`config.mk`:
```
export PLATFORM = sky130hd
export DESIGN_NAME = vic_top
export DESIGN_NICKNAME = d
export VERILOG_FILES = /design/src/rtl/vic_pkg.sv /design/src/rtl/vic_cfg_regs.sv /design/src/rtl/vic_pick.sv /design/src/rtl/vic_bus.sv /design/src/rtl/vic_top.sv
export SDC_FILE = /design/constraint.sdc
export NUM_CORES = 1
export LEC_CHECK = 0
export BUFFER_PORTS_ARGS = -buffer_cell sky130_fd_sc_hd__buf_4
export CORE_ASPECT_RATIO = 0.6
export CORE_MARGIN = 2
export CORE_UTILIZATION = 61
export DETAILED_ROUTE_END_ITERATION = 8
export PLACE_DENSITY_LB_ADDON = 0.12
export SYNTH_ARGS = -nofsm -noshare
export SYNTH_HDL_FRONTEND = slang
export SYNTH_SLANG_ARGS = --single-unit
```
`constraint.sdc`:
```
create_clock -name clk -period 2.45 [get_ports clk]
set_clock_uncertainty 0.15 [all_clocks]
set_input_delay 0.49 -clock clk [delete_from_list [all_inputs] [get_ports clk]]
set_output_delay 0.49 -clock clk [all_outputs]
set_load 0.005 [all_outputs]
```
`src/rtl/vic_pkg.sv`:
```
package vic_pkg;
    localparam int SRC_N   = 64;
    localparam int FIELD_W = 7;
    localparam int IDX_W   = $clog2(SRC_N);
    localparam int DATA_W  = 32;
    localparam int ADDR_W  = 12;

    typedef struct packed {
        logic [SRC_N-1:0][FIELD_W-1:0] field;
    } cfg_state_t;

    typedef struct packed {
        logic              rsp_valid;
        logic [DATA_W-1:0] rdata;
    } bus_state_t;

    typedef struct packed {
        logic [SRC_N-1:0] src;
        logic             irq;
    } core_state_t;
endpackage

```
`src/rtl/vic_cfg_regs.sv`:
```
module vic_cfg_regs
    import vic_pkg::*;
#(
    parameter logic [FIELD_W-1:0] EN_CODE = 7'h51
) (
    input  logic                 clk,
    input  logic                 rst_n,
    input  logic                 wr_en_i,
    input  logic [IDX_W-1:0]     wr_idx_i,
    input  logic [FIELD_W-1:0]   wr_field_i,
    input  logic [IDX_W-1:0]     rd_idx_i,
    output logic [FIELD_W-1:0]   rd_field_o,
    output logic [SRC_N-1:0]     enabled_o
);
    cfg_state_t st_d, st_q;

    always_comb begin
        st_d = st_q;
        if (wr_en_i) begin
            st_d.field[wr_idx_i] = wr_field_i;
        end
    end

    always_ff @(posedge clk) begin
        if (!rst_n) begin
            st_q <= '0;
        end else begin
            st_q <= st_d;
        end
    end

    assign rd_field_o = st_q.field[rd_idx_i];

    for (genvar g = 0; g < SRC_N; g++) begin : g_src
        assign enabled_o[g] = (st_q.field[g] == EN_CODE);


        field_load_chk: assert property (@(posedge clk) disable iff (!rst_n)
            (wr_en_i && (wr_idx_i == IDX_W'(g))) |=> (st_q.field[g] == $past(wr_field_i)));


        field_hold_chk: assert property (@(posedge clk) disable iff (!rst_n)
            !(wr_en_i && (wr_idx_i == IDX_W'(g))) |=> $stable(st_q.field[g]));
    end
endmodule

```
`src/rtl/vic_pick.sv`:
```
module vic_pick
    import vic_pkg::*;
(
    input  logic [SRC_N-1:0] vec_i,
    output logic             pend_o,
    output logic [IDX_W-1:0] num_o
);
    logic [SRC_N-1:0] low_mask;

    always_comb begin
        pend_o = 1'b0;
        num_o  = '0;
        for (int i = SRC_N - 1; i >= 0; i--) begin
            if (vec_i[i]) begin
                pend_o = 1'b1;
                num_o  = IDX_W'(i);
            end
        end
    end

    always_comb begin
        low_mask = ({{(SRC_N-1){1'b0}}, 1'b1} << num_o) - 1'b1;
        if (pend_o) begin

            pick_hit_chk: assert (vec_i[num_o]);

            no_lower_chk: assert ((vec_i & low_mask) == '0);
        end else begin

            idle_num_chk: assert ((num_o == '0) && (vec_i == '0));
        end
    end
endmodule

```
`src/rtl/vic_bus.sv`:
```
module vic_bus
    import vic_pkg::*;
#(
    parameter logic [ADDR_W-1:0] SEL_OFFSET = 12'h10C
) (
    input  logic                clk,
    input  logic                rst_n,
    input  logic                req_valid_i,
    input  logic                req_write_i,
    input  logic [ADDR_W-1:0]   req_addr_i,
    input  logic [DATA_W-1:0]   req_wdata_i,
    output logic                rsp_valid_o,
    output logic [DATA_W-1:0]   rsp_rdata_o,
    output logic                wr_en_o,
    output logic [IDX_W-1:0]    wr_idx_o,
    output logic [FIELD_W-1:0]  wr_field_o,
    output logic [IDX_W-1:0]    rd_idx_o,
    input  logic [FIELD_W-1:0]  rd_field_i,
    input  logic                sel_pend_i,
    input  logic [IDX_W-1:0]    sel_num_i
);
    bus_state_t st_d, st_q;
    logic              cfg_hit, sel_hit;
    logic [DATA_W-1:0] rd_word;
    logic              unused_bits;

    assign cfg_hit = (req_addr_i[ADDR_W-1:IDX_W+2] == '0);
    assign sel_hit = (req_addr_i[ADDR_W-1:2] == SEL_OFFSET[ADDR_W-1:2]);
    assign unused_bits = ^{req_wdata_i[DATA_W-1:FIELD_W], req_addr_i[1:0]};

    assign wr_en_o    = req_valid_i && req_write_i && cfg_hit;
    assign wr_idx_o   = req_addr_i[IDX_W+1:2];
    assign wr_field_o = req_wdata_i[FIELD_W-1:0];
    assign rd_idx_o   = req_addr_i[IDX_W+1:2];

    always_comb begin
        rd_word = '0;
        if (cfg_hit) begin
            rd_word[FIELD_W-1:0] = rd_field_i;
        end else if (sel_hit) begin
            rd_word[IDX_W:0] = {sel_pend_i, sel_num_i};
        end
    end

    always_comb begin
        st_d = st_q;
        st_d.rsp_valid = req_valid_i && !req_write_i;
        if (req_valid_i && !req_write_i) begin
            st_d.rdata = rd_word;
        end
    end

    always_ff @(posedge clk) begin
        if (!rst_n) begin
            st_q <= '0;
        end else begin
            st_q <= st_d;
        end
    end

    assign rsp_valid_o = st_q.rsp_valid;
    assign rsp_rdata_o = st_q.rdata;


    rsp_origin_chk: assert property (@(posedge clk) disable iff (!rst_n)
        rsp_valid_o |-> $past(req_valid_i && !req_write_i));


    read_answered_chk: assert property (@(posedge clk) disable iff (!rst_n)
        (req_valid_i && !req_write_i) |=> rsp_valid_o);
endmodule

```
`src/rtl/vic_top.sv`:
```
module vic_top
    import vic_pkg::*;
#(
    parameter logic [FIELD_W-1:0] ENABLE_CODE = 7'h51,
    parameter logic [ADDR_W-1:0]  SEL_OFFSET  = 12'h10C
) (
    input  logic              clk,
    input  logic              rst_n,
    input  logic [63:0]       src_i,
    input  logic              req_valid_i,
    output logic              req_ready_o,
    input  logic              req_write_i,
    input  logic [11:0]       req_addr_i,
    input  logic [31:0]       req_wdata_i,
    output logic              rsp_valid_o,
    output logic [31:0]       rsp_rdata_o,
    output logic              irq_o
);
    core_state_t st_d, st_q;

    logic               wr_en;
    logic [IDX_W-1:0]   wr_idx;
    logic [FIELD_W-1:0] wr_field;
    logic [IDX_W-1:0]   rd_idx;
    logic [FIELD_W-1:0] rd_field;
    logic [SRC_N-1:0]   enabled;
    logic [SRC_N-1:0]   active;
    logic               sel_pend;
    logic [IDX_W-1:0]   sel_num;

    assign req_ready_o = 1'b1;
    assign active      = st_q.src & enabled;

    always_comb begin
        st_d     = st_q;
        st_d.src = src_i;
        st_d.irq = |active;
    end

    always_ff @(posedge clk) begin
        if (!rst_n) begin
            st_q <= '0;
        end else begin
            st_q <= st_d;
        end
    end

    assign irq_o = st_q.irq;

    vic_cfg_regs #(.EN_CODE(ENABLE_CODE)) u_cfg (
        .clk        (clk),
        .rst_n      (rst_n),
        .wr_en_i    (wr_en),
        .wr_idx_i   (wr_idx),
        .wr_field_i (wr_field),
        .rd_idx_i   (rd_idx),
        .rd_field_o (rd_field),
        .enabled_o  (enabled)
    );

    vic_pick u_pick (
        .vec_i  (active),
        .pend_o (sel_pend),
        .num_o  (sel_num)
    );

    vic_bus #(.SEL_OFFSET(SEL_OFFSET)) u_bus (
        .clk         (clk),
        .rst_n       (rst_n),
        .req_valid_i (req_valid_i),
        .req_write_i (req_write_i),
        .req_addr_i  (req_addr_i),
        .req_wdata_i (req_wdata_i),
        .rsp_valid_o (rsp_valid_o),
        .rsp_rdata_o (rsp_rdata_o),
        .wr_en_o     (wr_en),
        .wr_idx_o    (wr_idx),
        .wr_field_o  (wr_field),
        .rd_idx_o    (rd_idx),
        .rd_field_i  (rd_field),
        .sel_pend_i  (sel_pend),
        .sel_num_i   (sel_num)
    );


    irq_rise_chk: assert property (@(posedge clk) disable iff (!rst_n)
        sel_pend |=> irq_o);


    irq_fall_chk: assert property (@(posedge clk) disable iff (!rst_n)
        !sel_pend |=> !irq_o);
endmodule

```
# After elaboration in Yosys (flattened, before gate mapping)
# Cells that the tools add are included.
# classes
addsub	0
mul	0
div	0
n_lt_le_gt_ge	2
eq_ne	65
n_shift	0
mux	135
n_bitwise	1
reduce_logical	7
# op_table
operator	n
bitwise mux 448 bit	1
== test 7 bit (second input constant)	64
two-way mux 6 bit	64
bitwise AND 64 bit	1
two-way mux 1 bit	64
OR reduction 64 bit	1
binary-select mux 7 bit (select 6 bit)	1
demux 7 bit (select 6 bit)	1
two-way mux 7 bit	4
== test 10 x 7 -> 1 bit (second input constant)	1
less-than comparator 6 x 7 -> 1 bit (second input constant)	1
>= comparator 6 x 1 -> 1 bit (second input constant)	1
logical AND 1 bit	4
logical NOT 4 bit	1
logical NOT 1 bit	1
# totals
reg_bits	521
latch_bits	0
ram_bits	0
rom_bits	0
output_inout_bits	35
mem_count	0

# Longest topological paths before layout
# logic_depth
ltp_word	68
ltp_mapped	11
depth_no_buf	7

# By module
# A second synthesis with hierarchy kept.
# unflattened
hier_cells	2905
hier_area_um2	26140.1
# modules_own_cells
mod	instances	cells_each	area_per_inst_um2
vic_cfg_regs	1	2444	22308.9
vic_top	1	231	2339.7
vic_pick	1	140	763.2
vic_bus	1	90	728.2

# Worst setup path before layout
# OpenSTA, ideal clock, no wires.
# synth_timing
path_type	input to register
startpoint	input req_addr_i[2]
endpoint	register u_bus.st_q, in the netlist u_bus.rsp_rdata_o[0]
setup_time_ns	0.130
arrival_ns	2.054
required_time_ns	2.170
slack_ns	0.116
cell_stages	10
cell_sequence	and3_1 -> buf_2 -> buf_2 -> buf_2 -> a22oi_1 -> a41oi_1 -> a31oi_1 -> nand4_1 -> a222oi_1 -> o21ai_1
# synth_via
elab_chain_cells	3
word_cells_on_any_way	5
cone_classes	1 x eq/ne; 4 x mux
# synth_lines
item	line	rtl
start: declaration	vic_top.sv:13	input logic [11:0] req_addr_i,
binary-select mux 7 bit (select 6 bit) or == test 10 x 7 -> 1 bit (tied branches)	vic_cfg_regs.sv:32, vic_bus.sv:28	
two-way mux 7 bit, on equally long branches	vic_cfg_regs.sv:32, vic_bus.sv:40	
two-way mux 7 bit (*)	vic_bus.sv:38	if (cfg_hit) begin
end signal: assignment	vic_bus.sv:57	st_q <= st_d;
end: declaration	vic_bus.sv:22	bus_state_t st_d, st_q;
# Every way passes the cells marked *; elsewhere a longest branch is shown, timed or not. The select of a mux whose other input is x is not followed.
# A chain may end at the register's enable or synchronous reset.

# Worst setup path in the final report
# layout_timing
startpoint	register u_cfg.st_q[43] (netlist name)
endpoint	register u_bus.st_q, in the netlist u_bus.rsp_rdata_o[0]
# layout_via
elab_chain_cells	11
# layout_lines
item	line	rtl
start: declaration	vic_cfg_regs.sv:15	cfg_state_t st_d, st_q;
start signal: assignment	vic_cfg_regs.sv:28	st_q <= st_d;
== test 7 bit	vic_cfg_regs.sv:35	assign enabled_o[g] = (st_q.field[g] == EN_CODE);
bitwise AND 64 bit	vic_top.sv:32	assign active = st_q.src & enabled;
two-way mux 6 bit (7 in series)	vic_pick.sv:14	if (vec_i[i]) begin
two-way mux 7 bit	vic_bus.sv:40	end else if (sel_hit) begin
two-way mux 7 bit	vic_bus.sv:38	
# No other way between the ends.

==> metrics.txt <==
Worst Hold Class in2reg; Final setup viols 1; Placeable Area 40300 um^2; Via-to-Cell Ratio 6.78; Final ANT Viol Nets 0; Rel. slew slack 45.6%; FILL cells about 2800; post-synthesis cell area 24800 um^2; worst-case clock buffer depth 3; Inserted Clock Buffers 47; WS Path Type reg2reg; die height 160 um; share of post-route cells with drive strength above 1 19.9%; element type at the critical path end flop; most frequent CP cell o2111ai_4; DR WL/cell 25.2 um; Synth Register Bits 521; Clock transition at path regs 70 ps; Pre-antenna DRT Iters 8; Chip Width between 200 and 300 um; Top FF cell, synth dfxtp_1; Data required, critical path about 2800 ps; Cell Chain, Critical Path or4bb_4 -> o2111ai_4 -> o2111ai_4 -> a211oi_2 -> buf_4 -> o2111ai_4 -> a222oi_1 -> o21ai_1; Worst Reg-to-Reg Cells 8; Worst R2R Setup Slack -60 ps; Root Driver clkbuf_16; failing checks setup timing; Static Leak 11.0 nW; Synth area leaders dfxtp_1, a21boi_0, o21ai_0; Hold Path Sink st_q[46]; Layout Cells excl Fill around 4000; global router's overall resource usage 45.3%; RSZ-0062 raised after global routing yes; count leader, synth dfxtp_1; Post-DP Area about 29000 um^2; IO Count ~150; power per cell area 563 nW/um^2; grt ovf 0; n_diodes 0; RR Endpoint u_bus.rsp_rdata_o[0]; Critical path buffers and inverters 1; pre-CTS setup slack -530 ps; DP Wirelength 68500 um; Cells after Synth 3004; hold path depth 2; internal power 0.0135 W; fraction of registers with async set/reset 0%; worst setup margin -58.5 ps; placed cell count 3807; register area 10400 um^2; reg2reg start u_cfg.st_q[43]; run status finished, violations left; latest clock arrival within the worst-skew pair around 590 ps; Worst setup SP type flop; row cnt 57; top cell type by total area after synthesis dfxtp_1; Top Family by Delay on Critical Path compound AO/OA/AOI/OAI gates; Clk pwr share 44.6%; vias in the first global route 24515; Vias 26802; crit path DAT 2830 ps; GP Congestion 1.03; CTS tree yes; sw frac 23.2%; Design Area, Final 31100 um^2; area share of the largest cell type after synthesis 42.1%; largest net degree at the start of global routing 184; Slew Limit Fails 0; CP Max Fanout 3; slowest CP cell or4bb_4; Reg power frac 48.9%; Max-Cap Viols 0; min-delay src src_i[45]; period utilisation layout 102%; register area share after synthesis a little over two fifths; Syn-to-layout area delta 25.6%; DR iter-0 viols roughly 4700; switching power total 0.00408 W; Initial Util between 60% and 70%; Final Hold Fails 0; Commonest cells post-synth dfxtp_1, nand2_1, o21ai_0; Post-synth EDFFs 0; crit-path max cell delay 580 ps; Port Buffer Count 93; Tmin final about 2500 ps; Nets 3504; Worst Max-Slew Pin Slew 815 ps; initial antenna violation count 1; synth warn 0; Fin Hold WS ~3.0 ps; VDD IR max 0.000513 V; H-tree levels 2; Comb pwr share 6.5%; first-pass GRT wire length 148000 um; Sink Count roughly 520; Syn Area/Cell 8.25 um^2; wirelength, routed 99700 um; footprint of the multi-input gates 13300 um^2; die area 42300 um^2; Residual DRC 0; fmax 399 MHz; Unique masters post-synth 65
-- what timing repair did --
item,CTS,global route
endpoints found under the hold margin,58,0
pin swaps,7,13
endpoints found under the setup margin,5,8
resized for setup,11,20
hold buffers,58,0
buffers inserted,1,9
-- flip-flops by register name, summed over array words and instances, names as in the netlist --
name / flops
u_bus.rsp_rdata_o: 7
irq_o: 1
u_cfg.st_q: 448
st_q: 64
u_bus.rsp_valid_o: 1
-- worst reg2reg max path: cells and delay by family, from the launching register on --
kind	cells	cell delay, ps
AOI/OAI and AO/OA	6	1160
buffers and inverters	1	190
DFF	1	320
and+or+nand+nor	1	580
-- metrics by stage --
| stage | util [%] | power (W) | setup TNS (ps) |
|---|---|---|---|
| final | 77.3 | 0.0175 | -58.5 |
| after global routing | 77.3 | 0.0179 | -110 |
| after CTS | 76.8 | 0.0174 | -54.1 |
| after detailed placement | 71.3 | 0.00976 | -31660 |
| after global placement | 71.3 | 0.00975 | -17760 |
| after floorplan | - | 0.00930 | 0 |
-- worst max-delay path by stage --
stage | slack (ps) | depth (start not counted) | startpoint | to
after floorplan | 120 | 10 | req_addr_i[2] | u_bus.rsp_rdata_o[0]
after global placement | -480 | 10 | req_addr_i[4] | u_bus.rsp_rdata_o[6]
after detailed placement | -530 | 9 | req_addr_i[4] | u_bus.rsp_rdata_o[6]
after CTS | -50 | 8 | u_cfg.st_q[43] | u_bus.rsp_rdata_o[0]
after global routing | -90 | 8 | u_cfg.st_q[43] | u_bus.rsp_rdata_o[0]
final | -60 | 8 | u_cfg.st_q[43] | u_bus.rsp_rdata_o[0]
-- area by class of cell --
type                            count  area share (%)
Multi-Input combinational cell   2206            42.7
Clock buffer                       69            4.50
Timing Repair Buffer              612            16.5
Sequential cell                   521            33.5
Clock inverter                     12           0.619
Inverter                            4          0.0482
Tap cell                          531            2.13
-- cells in the final DEF, fill, tap and decap left out, types with 6 or more instances in the layout --
master         synthesis  routed
buf_4                 35     523
dfxtp_1              521     519
nand2_1              474     473
o21ai_0              458     458
a21boi_0             407     406
a22oi_1              163     162
nor2_1               113     112
nand4_1               80      80
and2_1                70      70
dlygate4sd3_1          0      58
clkbuf_16              0      49
a21boi_1              45      46
a31oi_1               36      36
nor4bb_1              38      34
buf_12                 0      30
a22o_1                27      27
conb_1                 2      26
a221oi_1              25      24
nor2b_1               23      23
nor4b_1               24      21
a41oi_1               18      18
and4_1                17      17
nor4_1                12      11
o211ai_1              11      11
nand3_1               12      10
clkbuf_8               0      10
clkbuf_1             229      10
nand2_2                8       9
nand4b_1               9       9
nand2b_1               8       8
or4_1                 10       8
nor3_1                 8       7
nand4bb_1              6       6
-- metal layers --
layer / global-route usage (%) / vias to the layer above / routed length [um]
li1: - / 11635 / -
met1: 66.4 / 12745 / 40500
met2: 63.7 / 2150 / 39900
met3: 14.2 / 270 / 16200
met4: 12.1 / 2 / 3000
met5: 1.24 / - / 69
-- cells by family (layout without fill, tap and decap cells) --
family                 Yosys count  in the layout  share of synthesized area [%]
other                            2             26                         0.0303
buffers and inverters          301            697                           5.46
DFF                            521            521                           42.1
AOI/OAI and AO/OA             1235           1235                           33.1
and+or+nand+nor                945            945                           19.3
-- power groups by stage --
stage,sequential (W),combinational [W],clock [W]
floorplan,0.00873,0.000565,0
detailed placement,0.00876,0.00100,0
CTS,0.00857,0.00108,0.00779
finish,0.00857,0.00114,0.00783
global placement,0.00876,0.000986,0
global route,0.00857,0.00117,0.00813
Power figures use the tool's default switching activity.
